--- config.mk ---
export PLATFORM = sky130hd
export DESIGN_NAME = alu8_core
export DESIGN_NICKNAME = d
export VERILOG_FILES = /design/src/rtl/alu8_pkg.sv /design/src/rtl/alu8_addsub.sv /design/src/rtl/alu8_logic.sv /design/src/rtl/alu8_shift.sv /design/src/rtl/alu8_core.sv
export SDC_FILE = /design/constraint.sdc
export NUM_CORES = 1
export LEC_CHECK = 0
export ABC_AREA = 0
export BUFFER_PORTS_ARGS = -buffer_cell sky130_fd_sc_hd__buf_2
export CAP_MARGIN = 20
export CORE_ASPECT_RATIO = 1.5
export CORE_MARGIN = 5
export CORE_UTILIZATION = 40
export DETAILED_ROUTE_END_ITERATION = 8
export PLACE_DENSITY = 0.62
export SYNTH_ARGS = -nofsm -noshare
export SYNTH_HDL_FRONTEND = slang
export SYNTH_HIERARCHICAL = 1
export SYNTH_SLANG_ARGS = --single-unit
--- constraint.sdc ---
create_clock -name vclk -period 10.3
set_input_delay 2.06 -clock vclk [all_inputs]
set_output_delay 2.06 -clock vclk [all_outputs]
set_load 0.01 [all_outputs]
--- src/rtl/alu8_pkg.sv ---
package alu8_pkg;

   typedef enum logic [4:0] {
      OP_ADDC     = 5'd0,
      OP_SUBC     = 5'd1,
      OP_CMP      = 5'd2,
      OP_AND      = 5'd3,
      OP_OR       = 5'd4,
      OP_XOR      = 5'd5,
      OP_BTST     = 5'd6,
      OP_SHL      = 5'd7,
      OP_SHR      = 5'd8,
      OP_ROL      = 5'd9,
      OP_ROR      = 5'd10,
      OP_AND_CPY  = 5'd11,
      OP_AND_SHR  = 5'd12,
      OP_AND_ROR  = 5'd13,
      OP_MASK_SUB = 5'd14,
      OP_INC      = 5'd15,
      OP_DEC      = 5'd16,
      OP_LOAD     = 5'd17,
      OP_HOLD     = 5'd18
   } alu_op_e;

   typedef enum logic [2:0] {
      SH_LEFT  = 3'd0,
      SH_RIGHT = 3'd1,
      SH_ROL   = 3'd2,
      SH_ROR   = 3'd3,
      SH_INC   = 3'd4,
      SH_DEC   = 3'd5
   } shift_kind_e;

   typedef enum logic [1:0] {
      LG_AND   = 2'd0,
      LG_OR    = 2'd1,
      LG_XOR   = 2'd2,
      LG_PASSB = 2'd3
   } logic_kind_e;

endpackage

--- src/rtl/alu8_addsub.sv ---
module alu8_addsub
   import alu8_pkg::*;
#(
   parameter int W      = 8,
   parameter bit DEC_EN = 1'b1
) (
   input  logic [W-1:0] a_i,
   input  logic [W-1:0] b_i,
   input  logic         cin_i,
   input  logic         sub_i,
   input  logic         dec_i,
   output logic [W-1:0] sum_o,
   output logic         cout_o,
   output logic         ovf_o,
   output logic         zero_o
);
   localparam int NIB = W / 4;

   if (W < 4) begin : g_chk_w
      $error("alu8_addsub: W must be at least 4");
   end
   if (DEC_EN && (W % 4 != 0)) begin : g_chk_dec
      $error("alu8_addsub: decimal mode needs W to be a multiple of 4");
   end

   logic [W-1:0] beff;
   logic [W-1:0] bsum;
   logic [W:0]   cy;
   logic [W-1:0] dsum;
   logic         dcout;
   logic         use_dec;

   assign beff  = sub_i ? ~b_i : b_i;
   assign cy[0] = cin_i;

   for (genvar i = 0; i < W; i++) begin : g_ripple
      assign bsum[i]  = a_i[i] ^ beff[i] ^ cy[i];
      assign cy[i+1]  = (a_i[i] & beff[i]) | (a_i[i] & cy[i]) | (beff[i] & cy[i]);
   end

   if (DEC_EN) begin : g_bcd
      logic [NIB:0] dcy;
      assign dcy[0] = cin_i;
      for (genvar k = 0; k < NIB; k++) begin : g_digit
         logic [4:0] t5;
         logic [3:0] dig;
         logic       fix;
         always_comb begin
            if (sub_i) begin
               t5  = {1'b0, a_i[4*k +: 4]} - {1'b0, b_i[4*k +: 4]} - {4'd0, ~dcy[k]};
               fix = t5[4];
               dig = fix ? (t5[3:0] - 4'd6) : t5[3:0];
            end else begin
               t5  = {1'b0, a_i[4*k +: 4]} + {1'b0, b_i[4*k +: 4]} + {4'd0, dcy[k]};
               fix = (t5 > 5'd9);
               dig = fix ? (t5[3:0] + 4'd6) : t5[3:0];
            end
         end
         assign dsum[4*k +: 4] = dig;
         assign dcy[k+1]       = sub_i ? ~fix : fix;
      end
      assign dcout = dcy[NIB];
   end else begin : g_nobcd
      assign dsum  = bsum;
      assign dcout = cy[W];
   end

   assign use_dec = dec_i && DEC_EN;
   assign sum_o   = use_dec ? dsum  : bsum;
   assign cout_o  = use_dec ? dcout : cy[W];
   assign ovf_o   = cy[W] ^ cy[W-1];
   assign zero_o  = (sum_o == '0);

   // binary ripple agrees with a behavioural sum; overflow follows the sign rule
   always_comb begin
      if (!use_dec) begin
         assert_binary_sum_R1: assert ({cout_o, sum_o} ==
            ({1'b0, a_i} + {1'b0, beff} + {{W{1'b0}}, cin_i}))
            else $error("ripple sum mismatch");
      end
      assert_sign_overflow_R2: assert (ovf_o ==
         ((a_i[W-1] == beff[W-1]) && (bsum[W-1] != a_i[W-1])))
         else $error("overflow rule mismatch");
   end

endmodule

--- src/rtl/alu8_logic.sv ---
module alu8_logic
   import alu8_pkg::*;
#(
   parameter int W = 8
) (
   input  logic [W-1:0] a_i,
   input  logic [W-1:0] b_i,
   input  logic_kind_e  kind_i,
   output logic [W-1:0] y_o,
   output logic         zero_o
);
   always_comb begin
      unique case (kind_i)
         LG_OR:    y_o = a_i | b_i;
         LG_XOR:   y_o = a_i ^ b_i;
         LG_PASSB: y_o = b_i;
         default:  y_o = a_i & b_i;
      endcase
   end

   assign zero_o = (y_o == '0);

   // a mask can only keep bits present in both operands
   always_comb begin
      if (kind_i == LG_AND) begin
         assert_and_subset_R5: assert (((y_o & ~a_i) == '0) && ((y_o & ~b_i) == '0))
            else $error("and result has stray bits");
      end
   end

endmodule

--- src/rtl/alu8_shift.sv ---
module alu8_shift
   import alu8_pkg::*;
#(
   parameter int W = 8
) (
   input  logic [W-1:0] s_i,
   input  logic         c_i,
   input  shift_kind_e  kind_i,
   output logic [W-1:0] y_o,
   output logic         c_o,
   output logic         zero_o
);
   localparam int MSB = W - 1;

   always_comb begin
      y_o = s_i;
      c_o = c_i;
      unique case (kind_i)
         SH_LEFT:  begin y_o = {s_i[MSB-1:0], 1'b0}; c_o = s_i[MSB]; end
         SH_RIGHT: begin y_o = {1'b0, s_i[MSB:1]};   c_o = s_i[0];   end
         SH_ROL:   begin y_o = {s_i[MSB-1:0], c_i};  c_o = s_i[MSB]; end
         SH_ROR:   begin y_o = {c_i, s_i[MSB:1]};    c_o = s_i[0];   end
         SH_INC:   y_o = s_i + {{(W-1){1'b0}}, 1'b1};
         SH_DEC:   y_o = s_i - {{(W-1){1'b0}}, 1'b1};
         default:  ;
      endcase
   end

   assign zero_o = (y_o == '0);

   // rotates conserve ones through carry; shifts conserve the operand's ones
   always_comb begin
      if (kind_i == SH_ROL || kind_i == SH_ROR) begin
         assert_rotate_keeps_bits_R8: assert ($countones({c_o, y_o}) == $countones({c_i, s_i}))
            else $error("rotate lost a bit");
      end
      if (kind_i == SH_LEFT || kind_i == SH_RIGHT) begin
         assert_shift_keeps_bits_R7: assert ($countones({c_o, y_o}) == $countones(s_i))
            else $error("shift lost a bit");
      end
   end

endmodule

--- src/rtl/alu8_core.sv ---
module alu8_core
   import alu8_pkg::*;
#(
   parameter int W      = 8,
   parameter bit BCD_EN = 1'b1
) (
   input  logic [W-1:0] a_i,
   input  logic [W-1:0] b_i,
   input  logic [W-1:0] x_i,
   input  logic [4:0]   op_i,
   input  logic         c_i,
   input  logic         d_i,
   input  logic         n_i,
   input  logic         v_i,
   input  logic         z_i,
   output logic [W-1:0] y_o,
   output logic         n_o,
   output logic         v_o,
   output logic         z_o,
   output logic         c_o
);
   localparam int MSB = W - 1;

   if (W < 4) begin : g_chk_w
      $error("alu8_core: W must be at least 4");
   end

   alu_op_e op;
   assign op = alu_op_e'(op_i);

   logic [W-1:0] masked;
   assign masked = a_i & b_i;

   // add / subtract with carry, optional decimal
   logic [W-1:0] ar_y;
   logic         ar_c, ar_v, ar_z, ar_sub;
   assign ar_sub = (op == OP_SUBC);

   alu8_addsub #(.W(W), .DEC_EN(BCD_EN)) u_arith (
      .a_i(a_i), .b_i(b_i), .cin_i(c_i), .sub_i(ar_sub), .dec_i(d_i),
      .sum_o(ar_y), .cout_o(ar_c), .ovf_o(ar_v), .zero_o(ar_z)
   );

   // binary difference for compare and masked subtract
   logic [W-1:0] dif_a, dif_y;
   logic         dif_c, dif_z, dif_v_unused;
   assign dif_a = (op == OP_MASK_SUB) ? (a_i & x_i) : a_i;

   alu8_addsub #(.W(W), .DEC_EN(1'b0)) u_diff (
      .a_i(dif_a), .b_i(b_i), .cin_i(1'b1), .sub_i(1'b1), .dec_i(1'b0),
      .sum_o(dif_y), .cout_o(dif_c), .ovf_o(dif_v_unused), .zero_o(dif_z)
   );

   // bitwise unit
   logic_kind_e  lg_kind;
   logic [W-1:0] lg_y;
   logic         lg_z;
   always_comb begin
      unique case (op)
         OP_OR:   lg_kind = LG_OR;
         OP_XOR:  lg_kind = LG_XOR;
         OP_LOAD: lg_kind = LG_PASSB;
         default: lg_kind = LG_AND;
      endcase
   end

   alu8_logic #(.W(W)) u_logic (
      .a_i(a_i), .b_i(b_i), .kind_i(lg_kind), .y_o(lg_y), .zero_o(lg_z)
   );

   // shift / rotate / step unit
   shift_kind_e  sh_kind;
   logic [W-1:0] sh_src, sh_y;
   logic         sh_c, sh_z;
   assign sh_src = (op == OP_AND_SHR || op == OP_AND_ROR) ? masked : a_i;
   always_comb begin
      unique case (op)
         OP_SHR, OP_AND_SHR: sh_kind = SH_RIGHT;
         OP_ROL:             sh_kind = SH_ROL;
         OP_ROR, OP_AND_ROR: sh_kind = SH_ROR;
         OP_INC:             sh_kind = SH_INC;
         OP_DEC:             sh_kind = SH_DEC;
         default:            sh_kind = SH_LEFT;
      endcase
   end

   alu8_shift #(.W(W)) u_shift (
      .s_i(sh_src), .c_i(c_i), .kind_i(sh_kind),
      .y_o(sh_y), .c_o(sh_c), .zero_o(sh_z)
   );

   // result and flag selection; undefined flags pass through
   always_comb begin
      y_o = a_i;
      n_o = n_i;
      v_o = v_i;
      z_o = z_i;
      c_o = c_i;
      case (op)
         OP_ADDC, OP_SUBC: begin
            y_o = ar_y; n_o = ar_y[MSB]; v_o = ar_v; z_o = ar_z; c_o = ar_c;
         end
         OP_CMP: begin
            n_o = dif_y[MSB]; z_o = dif_z; c_o = dif_c;
         end
         OP_MASK_SUB: begin
            y_o = dif_y; n_o = dif_y[MSB]; z_o = dif_z; c_o = dif_c;
         end
         OP_AND, OP_OR, OP_XOR, OP_LOAD: begin
            y_o = lg_y; n_o = lg_y[MSB]; z_o = lg_z;
         end
         OP_BTST: begin
            z_o = lg_z; n_o = b_i[MSB]; v_o = b_i[MSB-1];
         end
         OP_AND_CPY: begin
            y_o = lg_y; n_o = lg_y[MSB]; z_o = lg_z; c_o = lg_y[MSB];
         end
         OP_SHL, OP_SHR, OP_ROL, OP_ROR, OP_INC, OP_DEC, OP_AND_SHR: begin
            y_o = sh_y; n_o = sh_y[MSB]; z_o = sh_z; c_o = sh_c;
         end
         OP_AND_ROR: begin
            y_o = sh_y; n_o = sh_y[MSB]; z_o = sh_z;
            c_o = masked[MSB-1];
            v_o = masked[MSB] ^ masked[MSB-1];
         end
         default: ;
      endcase
   end

   // cross-unit consistency checks
   always_comb begin
      if (op == OP_CMP) begin
         assert_cmp_keeps_a_R4: assert (y_o == a_i && v_o == v_i)
            else $error("compare altered result or overflow");
      end
      if (op == OP_AND || op == OP_OR || op == OP_XOR || op == OP_LOAD ||
          op == OP_INC || op == OP_DEC) begin
         assert_nz_only_R5: assert (v_o == v_i && c_o == c_i && z_o == (y_o == '0))
            else $error("logic/step op touched V or C, or Z wrong");
      end
      if (op == OP_BTST) begin
         assert_bittest_R6: assert (y_o == a_i && c_o == c_i &&
                                    n_o == b_i[MSB] && v_o == b_i[MSB-1])
            else $error("bit test flags wrong");
      end
      if (op == OP_AND_CPY) begin
         assert_and_copy_R9: assert (c_o == (a_i[MSB] & b_i[MSB]))
            else $error("masked copy carry wrong");
      end
      if (op == OP_MASK_SUB) begin
         assert_mask_sub_R12: assert (c_o == ((a_i & x_i) >= b_i) && v_o == v_i)
            else $error("masked subtract carry wrong");
      end
      if (op_i >= 5'd18) begin
         assert_hold_pass_R13: assert (y_o == a_i && n_o == n_i && v_o == v_i &&
                                       z_o == z_i && c_o == c_i)
            else $error("hold code changed state");
      end
   end

endmodule

==> results.md, run 1 <==
* Via count at 3,915
* Final WS setup at 0.376 ns
* Unrepaired setup endpoints after global routing: no
* Max frequency at 101 MHz
* Syn avg cell area at 7.93 µm²
* Busiest metal layer after global routing: met2
* Vias in the first global route at 3,948
* Global-route met2 utilization at 0.374
* Share of layout cells above drive strength 1 at 0.173
* CP max-delay cell: or4b_1
* GRT Resource Usage Total at 0.181
* PostCTS Resize Cnt at 0
* Worst-path maximum fanout at 12
* Yosys warning total at 6
* Grt ovf at 0
* Final setup vio count at 0
* DRC at 0
* Largest net degree at the start of global routing at 28
* CP Launch Type: input pin
* Die height at 134 µm
* Post-cts hold buffer count at 0
* Router iterations before antenna repair at 5
* Critical Path RT at 8.24 ns
* Synthesized netlist cell count at 516
* Final Cycle Share at 0.964
* PwrDens at 65.3 nW/µm²
* DP HPWL at 9440 µm
* Clock power frac at 0
* Area Overhead vs Synth at 6.91%
* Hold Startpoint: z_i
* Arr. time, crit path at 7.86 ns
* Max Slew Vio Count at 0
* Setup crit end: z_o
* Max-cap viol count at 0
* Crit path time final at 9.92 ns
* Met1 Use GR at 0.202
* Global-route met3 utilization at 0.00337
* Setup bufs post-CTS at 0
* Die width at 92.6 µm
* Initial antenna violation count at 0
* CP Capture Type: output port
* Initial Utilization at 0.406
* Sw power at 0.161 mW
* Logic pwr share at 1.000
* Die area at 12,400 µm²
* Worst hold path class: input pin to output port
* Vias per cell at 5.94
* Sequential power share at 0
* Routed Antenna Nets at 0
* Final setup TNS at 0 ns
* Nets@finish at 645
* Crit-path cells: buf_2, inv_1, nand2_1, nor4_4, xnor2_1, fa_1, fa_1, fa_1, fa_1, fa_1, fa_1, fa_1, inv_1, fa_1, and2b_2, a311o_1, nor4_2, or4b_1, nand3_1, a221oi_1, nor2_1, buf_2
* Internal power at 0.125 mW
* Num sequential at 0
* Hold Fails Final Rpt at 0
* 1st-iter DRT viols at 140
* Critical Path Source: op_i[1]
* ANT cells at 0
* Status: completed
* Crit path largest cell delay at 0.46 ns
* Io pins at 46
* WS Path Type: input pin to output port
* Register area at 0 µm²
* Most common cell after layout, fill and taps aside: inv_1
* Core area at 10,100 µm²
* WL/cell at 17.1 µm
* Worst-margin pin slew at 0.663 ns
* Maximum vdd drop at 0.0309 mV
* Post-Syn Area at 4090 µm²
* FP Rows at 45
* Relative slew slack at 0.556
* Clkbuf count at 0
* WHS at 4.44 ns
* Placer congestion estimate at 0.891
* Leakage at 2.00 nW
* Switching share of total power at 0.564
* Crit-path most repeated cell: fa_1
* Place WS at 0.392 ns
* First-pass GRT wire length at 18,900 µm
* Most frequent cells in the layout: inv_1, buf_2, ha_1
* Count of input and output buffers at 46
* Final Power at 0.286 mW
* Final wirelength at 11,300 µm
## through the flow
step	cell area, µm²	util	instances
final	4380	0.434	659
after global routing	4380	0.434	659
after CTS	4380	0.434	659
after detailed placement	4380	0.434	659
after global placement	4380	0.434	659
after floorplan	4100	-	517
## power groups by stage
stage	Combinational [mW]	Clock, mW	Sequential, mW
finish	0.286	0	0
global route	0.320	0	0
CTS	0.286	0	0
detailed placement	0.285	0	0
global placement	0.278	0	0
floorplan	0.212	0	0
## worst min path at each step
stage / end / slack, ns / depth (start not counted)
finish: z_o / 4.44 / 4
global route: z_o / 4.49 / 4
CTS: z_o / 4.45 / 4
detailed placement: z_o / 4.45 / 4
global placement: z_o / 4.45 / 4
floorplan: y_o[0] / 4.26 / 1
## routing by layer
layer,up-vias,wire length [µm]
li1,1877,-
met4,0,225
met5,-,0
met1,1922,4340
met3,18,320
met2,98,6410
## area by class of cell
class	count	area, µm²
fillers	1028	5700
inverters	78	293
multi-input cells	411	3650
well taps	117	146
repair buffers	53	283
## critical path: cells and delay by family
| family | cells | cell delay [ns] |
|---|---|---|
| and+or+nand+nor | 7 | 1.56 |
| xor gates and xnor gates | 1 | 0.15 |
| AOI/OAI and AO/OA | 2 | 0.33 |
| buffers and inverters | 4 | 0.58 |
| adders and majority gates | 8 | 3.16 |
Power figures use the tool's default switching activity.
==> run 2: changes to the inputs <==
--- a/config.mk
+++ b/config.mk
@@ -6,10 +6,9 @@
 export NUM_CORES = 1
 export LEC_CHECK = 0
 export ABC_AREA = 0
-export BUFFER_PORTS_ARGS = -buffer_cell sky130_fd_sc_hd__buf_2
+export BUFFER_PORTS_ARGS = -buffer_cell sky130_fd_sc_hd__buf_4
 export CAP_MARGIN = 20
 export CORE_ASPECT_RATIO = 1.5
-export CORE_MARGIN = 5
 export CORE_UTILIZATION = 40
 export DETAILED_ROUTE_END_ITERATION = 8
 export PLACE_DENSITY = 0.62
==> run 2 against run 1 <==
Effect of this change: count of clock-buffer cells in the layout is the same; wire length fell by 1.2%; setup slack gained 0.14 ns; non-clock buffer count unchanged; sequential share of layout area did not move; highest routed layer unchanged; global-route usage rose by 3.3 points; core utilization is 2.4 points higher; the run now ends with design-rule violations left; sequential cell count unchanged; combinational power up 2%; die area down 14%; largest power group unchanged; worst hold slack better by 0.0014 ns; critical path depth did not move.
==> results.md, run 2 (same netlist as run 1, synthesis figures left out) <==
* Status: complete, but fails checks (was completed)
* Failing checks: design-rule violations
* Post-cts hold buffer count at 0 (unchanged)
* Area Overhead vs Synth at 9.66% (was 6.91%)
* Share of layout cells above drive strength 1 at 0.173 (unchanged)
* ANT cells at 0 (unchanged)
* WL/cell at 17.0 µm (was 17.1 µm)
* Placer congestion estimate at 0.930 (was 0.891)
* Worst hold path class: input pin to output port (unchanged)
* Crit path time final at 9.78 ns (was 9.92 ns)
* Final non-filler cell total at 657 (was 659)
* Vias in the first global route at 3,916 (was 3,948)
* Arr. time, crit path at 7.72 ns (was 7.86 ns)
* Die area at 10,700 µm² (was 12,400 µm²)
* DP HPWL at 9380 µm (was 9440 µm)
* FP Rows at 44 (was 45)
* Fillers at 1,004 (was 1,028)
* Hold Fails Final Rpt at 0 (unchanged)
* Setup crit end: z_o (unchanged)
* Maximum vdd drop at 0.0401 mV (was 0.0309 mV)
* Max-cap viol count at 0 (unchanged)
* Critical Path Source: op_i[1] (unchanged)
* Routed Antenna Nets at 0 (unchanged)
* DRC at 1 (was 0)
* First-pass GRT wire length at 18,700 µm (was 18,900 µm)
* Most common cell after layout, fill and taps aside: inv_1 (unchanged)
* Worst-path maximum fanout at 12 (unchanged)
* Nets@finish at 645 (unchanged)
* Die height at 126 µm (was 134 µm)
* Crit-path cells: buf_4, inv_1, nand2_1, nor4_4, xnor2_1, fa_1, fa_1, fa_1, fa_1, fa_1, fa_1, fa_1, inv_1, fa_1, and2b_2, a311o_1, nor4_2, or4b_1, nand3_1, a221oi_1, nor2_1, buf_4 (was buf_2, inv_1, nand2_1, nor4_4, xnor2_1, fa_1, fa_1, fa_1, fa_1, fa_1, fa_1, fa_1, inv_1, fa_1, and2b_2, a311o_1, nor4_2, or4b_1, nand3_1, a221oi_1, nor2_1, buf_2)
* Final setup TNS at 0 ns (unchanged)
* Crit-path most repeated cell: fa_1 (unchanged)
* Vias per cell at 5.83 (was 5.94)
* Placed Instances at 657 (was 659)
* CP Launch Type: input pin (unchanged)
* GRT Resource Usage Total at 0.213 (was 0.181)
* Final Cell Area at 4490 µm² (was 4380 µm²)
* Largest net degree at the start of global routing at 28 (unchanged)
* Final setup vio count at 0 (unchanged)
* Final Cycle Share at 0.950 (was 0.964)
* 1st-iter DRT viols at 187 (was 140)
* Unrepaired setup endpoints after global routing: no (unchanged)
* Max Slew Vio Count at 0 (unchanged)
* Core area at 9800 µm² (was 10,100 µm²)
* Critical Path RT at 8.24 ns (about the same)
* Count of input and output buffers at 46 (unchanged)
* Relative slew slack at 0.547 (was 0.556)
* Cells on Worst Hold Path at 4 (unchanged)
* Final Util at 0.458 (was 0.434)
* WS Path Type: input pin to output port (unchanged)
* Worst-margin pin slew at 0.677 ns (was 0.663 ns)
* Io pins at 46 (unchanged)
* Final Power at 0.292 mW (was 0.286 mW)
* Router iterations before antenna repair at 6 (was 5)
* Initial Utilization at 0.418 (was 0.406)
* Most frequent cells in the layout: inv_1, buf_4, ha_1 (was inv_1, buf_2, ha_1)
* Max frequency at 102 MHz (was 101 MHz)
* CP Capture Type: output port (unchanged)
* Register area at 0 µm² (unchanged)
* Clkbuf count at 0 (unchanged)
* Initial antenna violation count at 0 (unchanged)
* Via count at 3,831 (was 3,915)
* Die width at 84.6 µm (was 92.6 µm)
* Dpl cell area at 4490 µm² (was 4380 µm²)
* CP max-delay cell: or4b_1 (unchanged)
* Crit path largest cell delay at 0.46 ns (about the same)
* Final wirelength at 11,200 µm (was 11,300 µm)
* Leakage at 2.03 nW (was 2.00 nW)
* Grt ovf at 0 (unchanged)
* PostCTS Resize Cnt at 0 (unchanged)
* Setup bufs post-CTS at 0 (unchanged)
* PwrDens at 65.1 nW/µm² (was 65.3 nW/µm²)
* Num sequential at 0 (unchanged)
run 2: cell count changes in the layout (fill, tap and decap cells not counted):
cell and delta:
buf_2 -46, buf_4 +46
run 2: metrics by stage:
stage                     worst slack [ns]  hold WS [ns]
after floorplan                     0.0310          4.26
after global placement               0.644          4.45
after detailed placement             0.537          4.44
after CTS                            0.529          4.44
after global routing                0.0356          4.49
final                                0.520          4.44
run 2: worst min path at each step:
stage | from | endpoint | slack, ns
2_1_floorplan | a_i[0] | y_o[0] | 4.26
3_3_place_gp | z_i | z_o | 4.45
3_5_place_dp | z_i | z_o | 4.44
4_1_cts | z_i | z_o | 4.44
5_1_grt | z_i | z_o | 4.49
6_report | z_i | z_o | 4.44
run 2: worst max-delay path, delay by kind of cell:
family,cells,cell delay [ns]
AOI/OAI and AO/OA,2,0.34
xor gates and xnor gates,1,0.14
adders and majority gates,8,3.16
buffers and inverters,4,0.55
and+or+nand+nor,7,1.46
run 2: report_power, final:
group / total (mW) / internal, mW / switching (mW)
Combinational: 0.292 / 0.131 / 0.161
Clock: 0 / 0 / 0
Sequential: 0 / 0 / 0
Total: 0.292 / 0.131 / 0.161
run 2: layer usage:
| metal | vias to the layer above | track usage | part of all wire |
|---|---|---|---|
| li1 | 1882 | - | - |
| met1 | 1843 | 0.239 | 0.39 |
| met2 | 80 | 0.419 | 0.56 |
| met3 | 26 | 0.00655 | 0.019 |
| met4 | 0 | 0.0808 | 0.035 |
| met5 | - | 0 | 0 |
run 2: final cells by class:
class	instances	area (µm²)	area share
repair buffers	53	398	0.0886
inverters	78	293	0.0652
multi-input cells	411	3650	0.814
well taps	115	144	0.0321
==> run 3: changes to the inputs <==
--- a/config.mk
+++ b/config.mk
@@ -9,9 +9,10 @@
 export BUFFER_PORTS_ARGS = -buffer_cell sky130_fd_sc_hd__buf_4
 export CAP_MARGIN = 20
 export CORE_ASPECT_RATIO = 1.5
-export CORE_UTILIZATION = 40
+export CORE_UTILIZATION = 57
 export DETAILED_ROUTE_END_ITERATION = 8
-export PLACE_DENSITY = 0.62
+export PLACE_DENSITY = 0.83
+export SETUP_SLACK_MARGIN = 0.1
 export SYNTH_ARGS = -nofsm -noshare
 export SYNTH_HDL_FRONTEND = slang
 export SYNTH_HIERARCHICAL = 1
==> run 3 against run 2 <==
Effect of this change: combinational power is essentially flat; global-route usage rose by 7.2 points; the run still ends with design-rule violations left; highest routed layer unchanged; design area down 1.0%; sequential share of layout area is the same; critical endpoint unchanged.
==> results.md, run 3 (same netlist as run 1, synthesis figures left out) <==
* Max-cap viol count at 0 (unchanged)
* First-pass GRT wire length at 17,700 µm (was 18,700 µm)
* Relative slew slack at 0.568 (was 0.547)
* Worst-path maximum fanout at 12 (unchanged)
* Final Cell Area at 4440 µm² (was 4490 µm²)
* Sw power at 0.163 mW (was 0.161 mW)
* Die width at 71.2 µm (was 84.6 µm)
* FP Rows at 37 (was 44)
* DRC at 3 (was 1)
* Unrepaired setup endpoints after global routing: no (unchanged)
* 1st-iter DRT viols at 271 (was 187)
* Final setup vio count at 0 (unchanged)
* Worst-margin pin slew at 0.645 ns (was 0.677 ns)
* Vias in the first global route at 3,947 (was 3,916)
* WS Path Type: input pin to output port (unchanged)
* Router iterations before antenna repair at 7 (was 6)
* Initial antenna violation count at 0 (unchanged)
* Vias per cell at 6.39 (was 5.83)
* CP max-delay cell: or4b_1 (unchanged)
* Io pins at 46 (unchanged)
* ANT cells at 0 (unchanged)
* Sequential power share at 0 (about the same)
* Most frequent cells in the layout: inv_1, buf_4, ha_1 (unchanged)
* Via count at 3,963 (was 3,831)
* Final setup TNS at 0 ns (unchanged)
* Worst hold path class: input pin to output port (unchanged)
* Internal power at 0.132 mW (was 0.131 mW)
* Final Power at 0.295 mW (was 0.292 mW)
* Final non-filler cell total at 620 (was 657)
* Placed Instances at 619 (was 657)
* Leakage at 2.03 nW (unchanged)
* Clock power frac at 0 (about the same)
* Clkbuf count at 0 (unchanged)
* Crit-path most repeated cell: fa_1 (unchanged)
* Initial Utilization at 0.594 (was 0.418)
* Largest net degree at the start of global routing at 28 (unchanged)
* PostCTS Resize Cnt at 0 (unchanged)
* Max Slew Vio Count at 0 (unchanged)
* Arr. time, crit path at 7.76 ns (was 7.72 ns)
* Dpl cell area at 4440 µm² (was 4490 µm²)
* Critical Path RT at 8.24 ns (about the same)
* Switching share of total power at 0.552 (was 0.551)
* Count of input and output buffers at 46 (unchanged)
* Die area at 7530 µm² (was 10,700 µm²)
* Hold Fails Final Rpt at 0 (unchanged)
* Share of layout cells above drive strength 1 at 0.173 (unchanged)
* Num sequential at 0 (unchanged)
* Crit path time final at 9.82 ns (was 9.78 ns)
* Nets@finish at 645 (unchanged)
* Final Util at 0.644 (was 0.458)
* Crit path largest cell delay at 0.45 ns (was 0.46 ns)
* Die height at 106 µm (was 126 µm)
* PwrDens at 66.3 nW/µm² (was 65.1 nW/µm²)
* WL/cell at 17.3 µm (was 17.0 µm)
* DP HPWL at 8800 µm (was 9380 µm)
* Logic pwr share at 1.000 (about the same)
* CP Capture Type: output port (unchanged)
* Failing checks: design-rule violations (unchanged)
* Setup bufs post-CTS at 0 (unchanged)
* Routed Antenna Nets at 0 (unchanged)
* Maximum vdd drop at 0.0443 mV (was 0.0401 mV)
* Fillers at 582 (was 1,004)
* Max frequency at 102 MHz (about the same)
* Post-cts hold buffer count at 0 (unchanged)
* CP Launch Type: input pin (unchanged)
* Most common cell after layout, fill and taps aside: inv_1 (unchanged)
* Placer congestion estimate at 0.914 (was 0.930)
* Crit-path cells: buf_4, inv_1, nand2_1, nor4_4, xnor2_1, fa_1, fa_1, fa_1, fa_1, fa_1, fa_1, fa_1, inv_1, fa_1, and2b_2, a311o_1, nor4_2, or4b_1, nand3_1, a221oi_1, nor2_1, buf_4 (unchanged)
* Final wirelength at 10,700 µm (was 11,200 µm)
* Core area at 6900 µm² (was 9800 µm²)
* Register area at 0 µm² (unchanged)
* Status: complete, but fails checks (unchanged)
* Final Cycle Share at 0.954 (was 0.950)
* Area Overhead vs Synth at 8.53% (was 9.66%)
* GRT Resource Usage Total at 0.286 (was 0.213)
* Grt ovf at 0 (unchanged)
-- run 3: layout make-up --
type	instances	area (µm²)	share of cell area
repair buffers	53	398	0.0896
multi-input cells	411	3650	0.823
well taps	78	97.6	0.0220
inverters	78	293	0.0659
-- run 3: layer usage --
metal,global-route usage,share of wire,vias up
li1,-,-,1883
met1,0.319,0.38,1906
met2,0.549,0.55,135
met3,0.0105,0.032,39
met4,0.120,0.040,0
met5,0,0,-
-- run 3: worst paths after layout --
path | startpoint | endpoint | slack (ns) | cells after the start
worst max-delay path | op_i[1] | z_o | 0.48 | 22
worst min-delay path | z_i | z_o | 4.44 | 4
-- run 3: worst max-delay path, delay by kind of cell --
kind | cells | cell delay (ns)
compound gates | 2 | 0.34
fa+ha+maj | 8 | 3.21
simple gates | 7 | 1.46
buf+inv | 4 | 0.54
xor+xnor | 1 | 0.14
-- run 3: metrics by stage --
step	hold slack, ns	setup slack (ns)
detailed placement	4.44	0.538
floorplan	4.26	0.229
global route	4.45	0.138
global placement	4.44	0.666
CTS	4.44	0.530
finish	4.44	0.478
-- run 3: power by group through the flow --
stage	Combinational, mW	Clock (mW)	Sequential [mW]
floorplan	0.212	0	0
global placement	0.278	0	0
detailed placement	0.289	0	0
CTS	0.290	0	0
global route	0.324	0	0
finish	0.295	0	0
